$ cat config.mk
export PLATFORM = sky130hd
export DESIGN_NAME = nru_victim_sel
export DESIGN_NICKNAME = d
export VERILOG_FILES = /design/src/rtl/nru_pkg.sv /design/src/rtl/nru_flag_bank.sv /design/src/rtl/nru_rank_sel.sv /design/src/rtl/nru_rot_pick.sv /design/src/rtl/nru_victim_sel.sv
export SDC_FILE = /design/constraint.sdc
export NUM_CORES = 1
export LEC_CHECK = 0
export ABC_AREA = 1
export BUFFER_PORTS_ARGS = -buffer_cell sky130_fd_sc_hd__buf_2
export CAP_MARGIN = 0
export CORE_AREA = 2 2 63 89
export CTS_CLUSTER_DIAMETER = 150
export CTS_CLUSTER_SIZE = 14
export DETAILED_ROUTE_END_ITERATION = 12
export DIE_AREA = 0 0 65 91
export GPL_TIMING_DRIVEN = 0
export PLACE_DENSITY_LB_ADDON = 0.08
export SYNTH_ARGS = -nofsm -noshare
export SYNTH_HDL_FRONTEND = slang
export SYNTH_SLANG_ARGS = --single-unit
$ cat constraint.sdc
create_clock -name clk -period 3.1 [get_ports clk]
set_clock_uncertainty 0.1 [all_clocks]
set_input_delay 0.31 -clock clk [delete_from_list [all_inputs] [get_ports clk]]
set_output_delay 0.31 -clock clk [all_outputs]
set_load 0.02 [all_outputs]
$ cat src/rtl/nru_pkg.sv
package nru_pkg;
   localparam int NUM_RANKS = 4;

   typedef enum logic [1:0] {
      RANK_CLEAN_IDLE = 2'd0,
      RANK_CLEAN_USED = 2'd1,
      RANK_DIRTY_IDLE = 2'd2,
      RANK_DIRTY_USED = 2'd3
   } nru_rank_e;
endpackage

$ cat src/rtl/nru_flag_bank.sv
module nru_flag_bank #(
   parameter int NFRAMES = 8,
   parameter int IDX_W   = $clog2(NFRAMES)
) (
   input  logic               clk,
   input  logic               rst_n,
   input  logic               acc_valid,
   input  logic [IDX_W-1:0]   acc_idx,
   input  logic               acc_write,
   input  logic               clear_pulse,
   input  logic               load_valid,
   input  logic [IDX_W-1:0]   load_idx,
   output logic [NFRAMES-1:0] used_q,
   output logic [NFRAMES-1:0] mod_q
);
   for (genvar f = 0; f < NFRAMES; f++) begin : g_frame
      logic hit, reload;
      assign hit    = acc_valid  && (acc_idx  == IDX_W'(f));
      assign reload = load_valid && (load_idx == IDX_W'(f));

      always_ff @(posedge clk) begin
         if (!rst_n) begin
            used_q[f] <= 1'b0;
            mod_q[f]  <= 1'b0;
         end else if (reload) begin
            used_q[f] <= 1'b0;
            mod_q[f]  <= 1'b0;
         end else begin
            if (hit)              used_q[f] <= 1'b1;
            else if (clear_pulse) used_q[f] <= 1'b0;
            if (hit && acc_write) mod_q[f]  <= 1'b1;
         end
      end
   end
endmodule

$ cat src/rtl/nru_rank_sel.sv
module nru_rank_sel
   import nru_pkg::*;
#(
   parameter int NFRAMES = 8
) (
   input  logic [NFRAMES-1:0] used_q,
   input  logic [NFRAMES-1:0] mod_q,
   output logic [NFRAMES-1:0] cand_mask
);
   logic [NUM_RANKS-1:0][NFRAMES-1:0] rank_mask;

   for (genvar r = 0; r < NUM_RANKS; r++) begin : g_rank
      for (genvar f = 0; f < NFRAMES; f++) begin : g_fr
         assign rank_mask[r][f] = ({mod_q[f], used_q[f]} == 2'(r));
      end
   end

   always_comb begin
      cand_mask = '0;
      for (int r = NUM_RANKS - 1; r >= 0; r--) begin
         if (|rank_mask[r]) cand_mask = rank_mask[r];
      end
   end
endmodule

$ cat src/rtl/nru_rot_pick.sv
module nru_rot_pick #(
   parameter int NFRAMES = 8,
   parameter int IDX_W   = $clog2(NFRAMES)
) (
   input  logic [NFRAMES-1:0] cand_mask,
   input  logic [IDX_W-1:0]   start,
   output logic [IDX_W-1:0]   pick_idx
);
   localparam bit POW2 = (NFRAMES == (1 << IDX_W));

   function automatic logic [IDX_W-1:0] wrap_add(logic [IDX_W-1:0] a, int k);
      logic [IDX_W:0] s;
      s = {1'b0, a} + (IDX_W+1)'(k);
      if (POW2) return s[IDX_W-1:0];
      else if (s >= (IDX_W+1)'(NFRAMES)) return IDX_W'(s - (IDX_W+1)'(NFRAMES));
      else return s[IDX_W-1:0];
   endfunction

   always_comb begin
      logic found;
      logic [IDX_W-1:0] probe;
      found    = 1'b0;
      pick_idx = start;
      for (int k = 0; k < NFRAMES; k++) begin
         probe = wrap_add(start, k);
         if (!found && cand_mask[probe]) begin
            found    = 1'b1;
            pick_idx = probe;
         end
      end
   end
endmodule

$ cat src/rtl/nru_victim_sel.sv
module nru_victim_sel #(
   parameter int NFRAMES = 8,
   parameter int IDX_W   = $clog2(NFRAMES)
) (
   input  logic             clk,
   input  logic             rst_n,
   input  logic             acc_valid,
   input  logic [IDX_W-1:0] acc_idx,
   input  logic             acc_write,
   input  logic             clear_pulse,
   input  logic             load_valid,
   input  logic [IDX_W-1:0] load_idx,
   input  logic             vic_req,
   output logic             vic_valid,
   output logic [IDX_W-1:0] vic_idx,
   output logic             vic_dirty
);
   localparam bit POW2 = (NFRAMES == (1 << IDX_W));

   if (NFRAMES < 2) begin : g_bad_count
      $error("nru_victim_sel: NFRAMES must be at least 2");
   end
   if (IDX_W < $clog2(NFRAMES)) begin : g_bad_width
      $error("nru_victim_sel: IDX_W too narrow for NFRAMES");
   end

   logic [NFRAMES-1:0] acc_bits, dirty_bits, cand_mask;
   logic [IDX_W-1:0]   ptr_q, pick_idx, ptr_next;

   nru_flag_bank #(.NFRAMES(NFRAMES), .IDX_W(IDX_W)) u_flags (
      .clk(clk), .rst_n(rst_n),
      .acc_valid(acc_valid), .acc_idx(acc_idx), .acc_write(acc_write),
      .clear_pulse(clear_pulse),
      .load_valid(load_valid), .load_idx(load_idx),
      .used_q(acc_bits), .mod_q(dirty_bits)
   );

   nru_rank_sel #(.NFRAMES(NFRAMES)) u_rank (
      .used_q(acc_bits), .mod_q(dirty_bits), .cand_mask(cand_mask)
   );

   nru_rot_pick #(.NFRAMES(NFRAMES), .IDX_W(IDX_W)) u_pick (
      .cand_mask(cand_mask), .start(ptr_q), .pick_idx(pick_idx)
   );

   if (POW2) begin : g_wrap_free
      assign ptr_next = pick_idx + 1'b1;
   end else begin : g_wrap_cmp
      assign ptr_next = (pick_idx == IDX_W'(NFRAMES - 1)) ? '0 : pick_idx + 1'b1;
   end

   always_ff @(posedge clk) begin
      if (!rst_n) begin
         ptr_q     <= '0;
         vic_valid <= 1'b0;
         vic_idx   <= '0;
         vic_dirty <= 1'b0;
      end else begin
         vic_valid <= vic_req;
         if (vic_req) begin
            ptr_q     <= ptr_next;
            vic_idx   <= pick_idx;
            vic_dirty <= dirty_bits[pick_idx];
         end
      end
   end
endmodule

==> impl_metrics.yaml <==
cts:
  cts_made_buffers: 3
  root_buffer: "clkbuf_8"
  htreeDepth: 1
  cts_tree: "done"
  cts.sinks: 24
  postCtsHoldBufs: 0
  clkTransAtPathRegs_ps: 90
  clk_latency_ps: 270
  clk_path_buf_depth: 2
yosys:
  syn_avg_cell_area_um2: 5.87
  synth-seq-cells: 24
  yosysMostFrequentCell: "nand2_1"
  synth_seq_area_share: 0.215
  synth_edf_count: 0
  postSynthCellCount: 380
  yosysUniqueCellTypes: 30
  synth_area_leader_cell: "dfxtp_1"
  async_reset_ff_frac: 0
  synth_fp_nets: 396
  synth_top_area_share: 0.215
  synthTopCellsByArea: "dfxtp_1 22%, nand2_1 19%, nand3_1 12%"
  syn_area_um2: 2230
  netlist_top_cells_count: "115 x nand2_1, 54 x nand3_1, 38 x nor2_1"
  synth-warning-count: 0
  synth-main-ff-cell: "dfxtp_1"
pwr:
  p_leak_nw: 1.47
  p_sw_frac: 0.489
  internal-power_uw: 850
  power_frac_comb: 0.666
  clkPwrFrac: 0.128
  vdd_drop_max_mv: 0.328
  p_per_area_nw_per_um2: 508
  pwr-share-seq: 0.206
  switchingPower_uw: 813
  power_mw: 1.66
timing:
  slew_headroom: 0.631
  setup_violations: 0
  rsz0062_at_grt: "true"
  fin_setup_tns_ps: 0
  drv_slew: 0
  hold_viol_final: 0
  fmax_ghz: 0.325
  tightestPinTransition_ps: 548
  finalCritPeriodShare: 0.993
  period_needed_ps: 3080
floorplanning:
  ios: 18
  dieArea_um2: 5920
  die_h_um: 91
  num_rows: 31
  core_area_um2: 5080
  initial_core_util: 0.439
  die_w_um: 65
place:
  place.gp.congestion: 0.906
  io_buffer_count: 15
  dp_cells: 461
  dp_hpwl_mm: 5.05
global_routing:
  grt_use_total: 0.228
  grt_first_pass_wirelength_mm: 10.5
  grt_overflow: 0
  grt_pass1_vias: 2382
  antenna_found_initial: 0
  grt_max_degree: 14
critical_path:
  reg2reg_slack_ps: 20
  worstPathMaxFanout: 7
  worst_ep_arrival_time_ps: 3140
  setup.worst_path.class: "reg -> reg"
  worstSetupEndpointType: "register"
  cp_common_cell: "nand2_2"
  path_delay_family: "simple AND/OR/NAND/NOR gates"
  critPathBufInv: 3
  crit_chain: "inv_4 > nand2_2 > and2_4 > nand4_4 > inv_8 > nand3_4 > nand3_4 > nand3_4 > nand2_2 > nand2_1 > nand2_4 > nand2_2 > nor2_4 > nand4_1 > nand2_1 > nand2_1 > nand2_2 > nand2_4 > inv_4 > ha_4 > o21ai_2 > a21oi_1"
  worstSetupStartpointType: "register"
  slowest_stage: "dfxtp_4"
  cp_slowest_stage_delay_ps: 380
  crit_required_ps: 3160
finish:
  instances_no_fill: 498
  fin_nets: 449
  fill_cells: 457
  areaGrowthSynthToFinish_pct: 47.0
  drive_gt1_frac: 0.498
  diodes: 0
  finalCoreUtilization: 0.645
status:
  status: "complete, no violations"
route:
  drc: 0
  wirelength_mm: 7.23
  drt_iter0_drc: 101
  vias: 2637
  ant_nets: 0
  via_per_inst: 5.30
  post_drt_wl_per_cell_um: 14.5
  dr.pass1.iters: 4
job:
  maxCapViolCount: 0
min_path:
  hp-class: "in -> reg"
[registers in the layout, indices dropped and copies added, names as in the netlist]
signal and flops:
vic_dirty 1, ptr_q 3, u_flags.mod_q 8, u_flags.used_q 8
vic_valid 1, vic_idx 3
[per-layer routing]
layer | up-vias | global-route usage | routed length [µm]
met5 | - | 0 | 0
met4 | 0 | 0.135 | 420
met3 | 30 | 0.0161 | 201
met2 | 64 | 0.429 | 3930
met1 | 1187 | 0.239 | 2680
li1 | 1356 | - | -
[power groups by stage]
stage	registers, mW	logic [mW]	clock network, mW
2_1_floorplan	0.362	0.581	0
3_3_place_gp	0.355	0.751	0
3_5_place_dp	0.355	0.757	0
4_1_cts	0.349	0.813	0.218
5_1_grt	0.346	1.20	0.235
6_report	0.343	1.11	0.213
[timing repair]
| action | in CTS | in global routing |
|---|---|---|
| gates cloned | 1 | 0 |
| buffers inserted | 6 | 26 |
| setup endpoints to repair | 7 | 6 |
| pin swaps | 6 | 52 |
| gates resized for setup | 38 | 136 |
[worst register-to-register path, delay by kind of cell, from the launching register on]
kind / cells / cell delay [ps]
flip-flops: 1 / 380
buffers and inverters: 3 / 310
adder cells (fa/ha/maj): 1 / 200
AND/OR/NAND/NOR: 16 / 1860
AO/OA/AOI/OAI: 2 / 150
[placed cells by master (no fill, tap or decap), types with 8 or more instances in the layout]
cell type	n
o21ai_0	13
nor2_2	10
inv_1	23
nand2_1	85
nand2_2	36
nand2_4	8
buf_2	16
nand3_4	12
buf_4	32
a21oi_1	22
nand3_2	33
inv_2	10
inv_4	10
nand3_1	22
nor2_1	26
dfxtp_4	14
[metrics by stage]
step                setup slack (ps)  hold WS [ps]  instance area (µm²)
floorplan                       52.0           361                 2230
global placement                -554           390                 2390
detailed placement              -552           408                 2390
CTS                             3.08           172                 2620
global route                    -210           185                 3280
finish                          20.3           177                 3280
[final timing paths]
check / startpoint / endpoint / cells after the start
max: u_flags.mod_q[6] / ptr_q[1] / 22
min reg2reg: u_flags.mod_q[2] / u_flags.mod_q[2] / 2
max reg2reg: u_flags.mod_q[6] / ptr_q[1] / 22
min: vic_req / vic_idx[2] / 2
[cells by family (layout without fill, tap and decap cells)]
| logic type | count (synthesis) | in the layout | share of synthesized area |
|---|---|---|---|
| AOI/OAI and AO/OA | 52 | 52 | 0.125 |
| adders and majority gates | 3 | 3 | 0.0168 |
| and+or+nand+nor | 248 | 249 | 0.545 |
| xor gates and xnor gates | 2 | 2 | 0.00786 |
| DFF | 24 | 24 | 0.215 |
| buffers and inverters | 51 | 102 | 0.0903 |
[layout make-up]
class	instances	area, µm²	share of cell area
buffer	6	31.3	0.00955
clock buffer	4	55.1	0.0168
inverter	45	206	0.0630
multi-input combinational	306	2050	0.624
sequential	24	537	0.164
tap	66	82.6	0.0252
timing repair buffer	47	319	0.0974
Note: power is estimated with default switching activity, not from simulation.
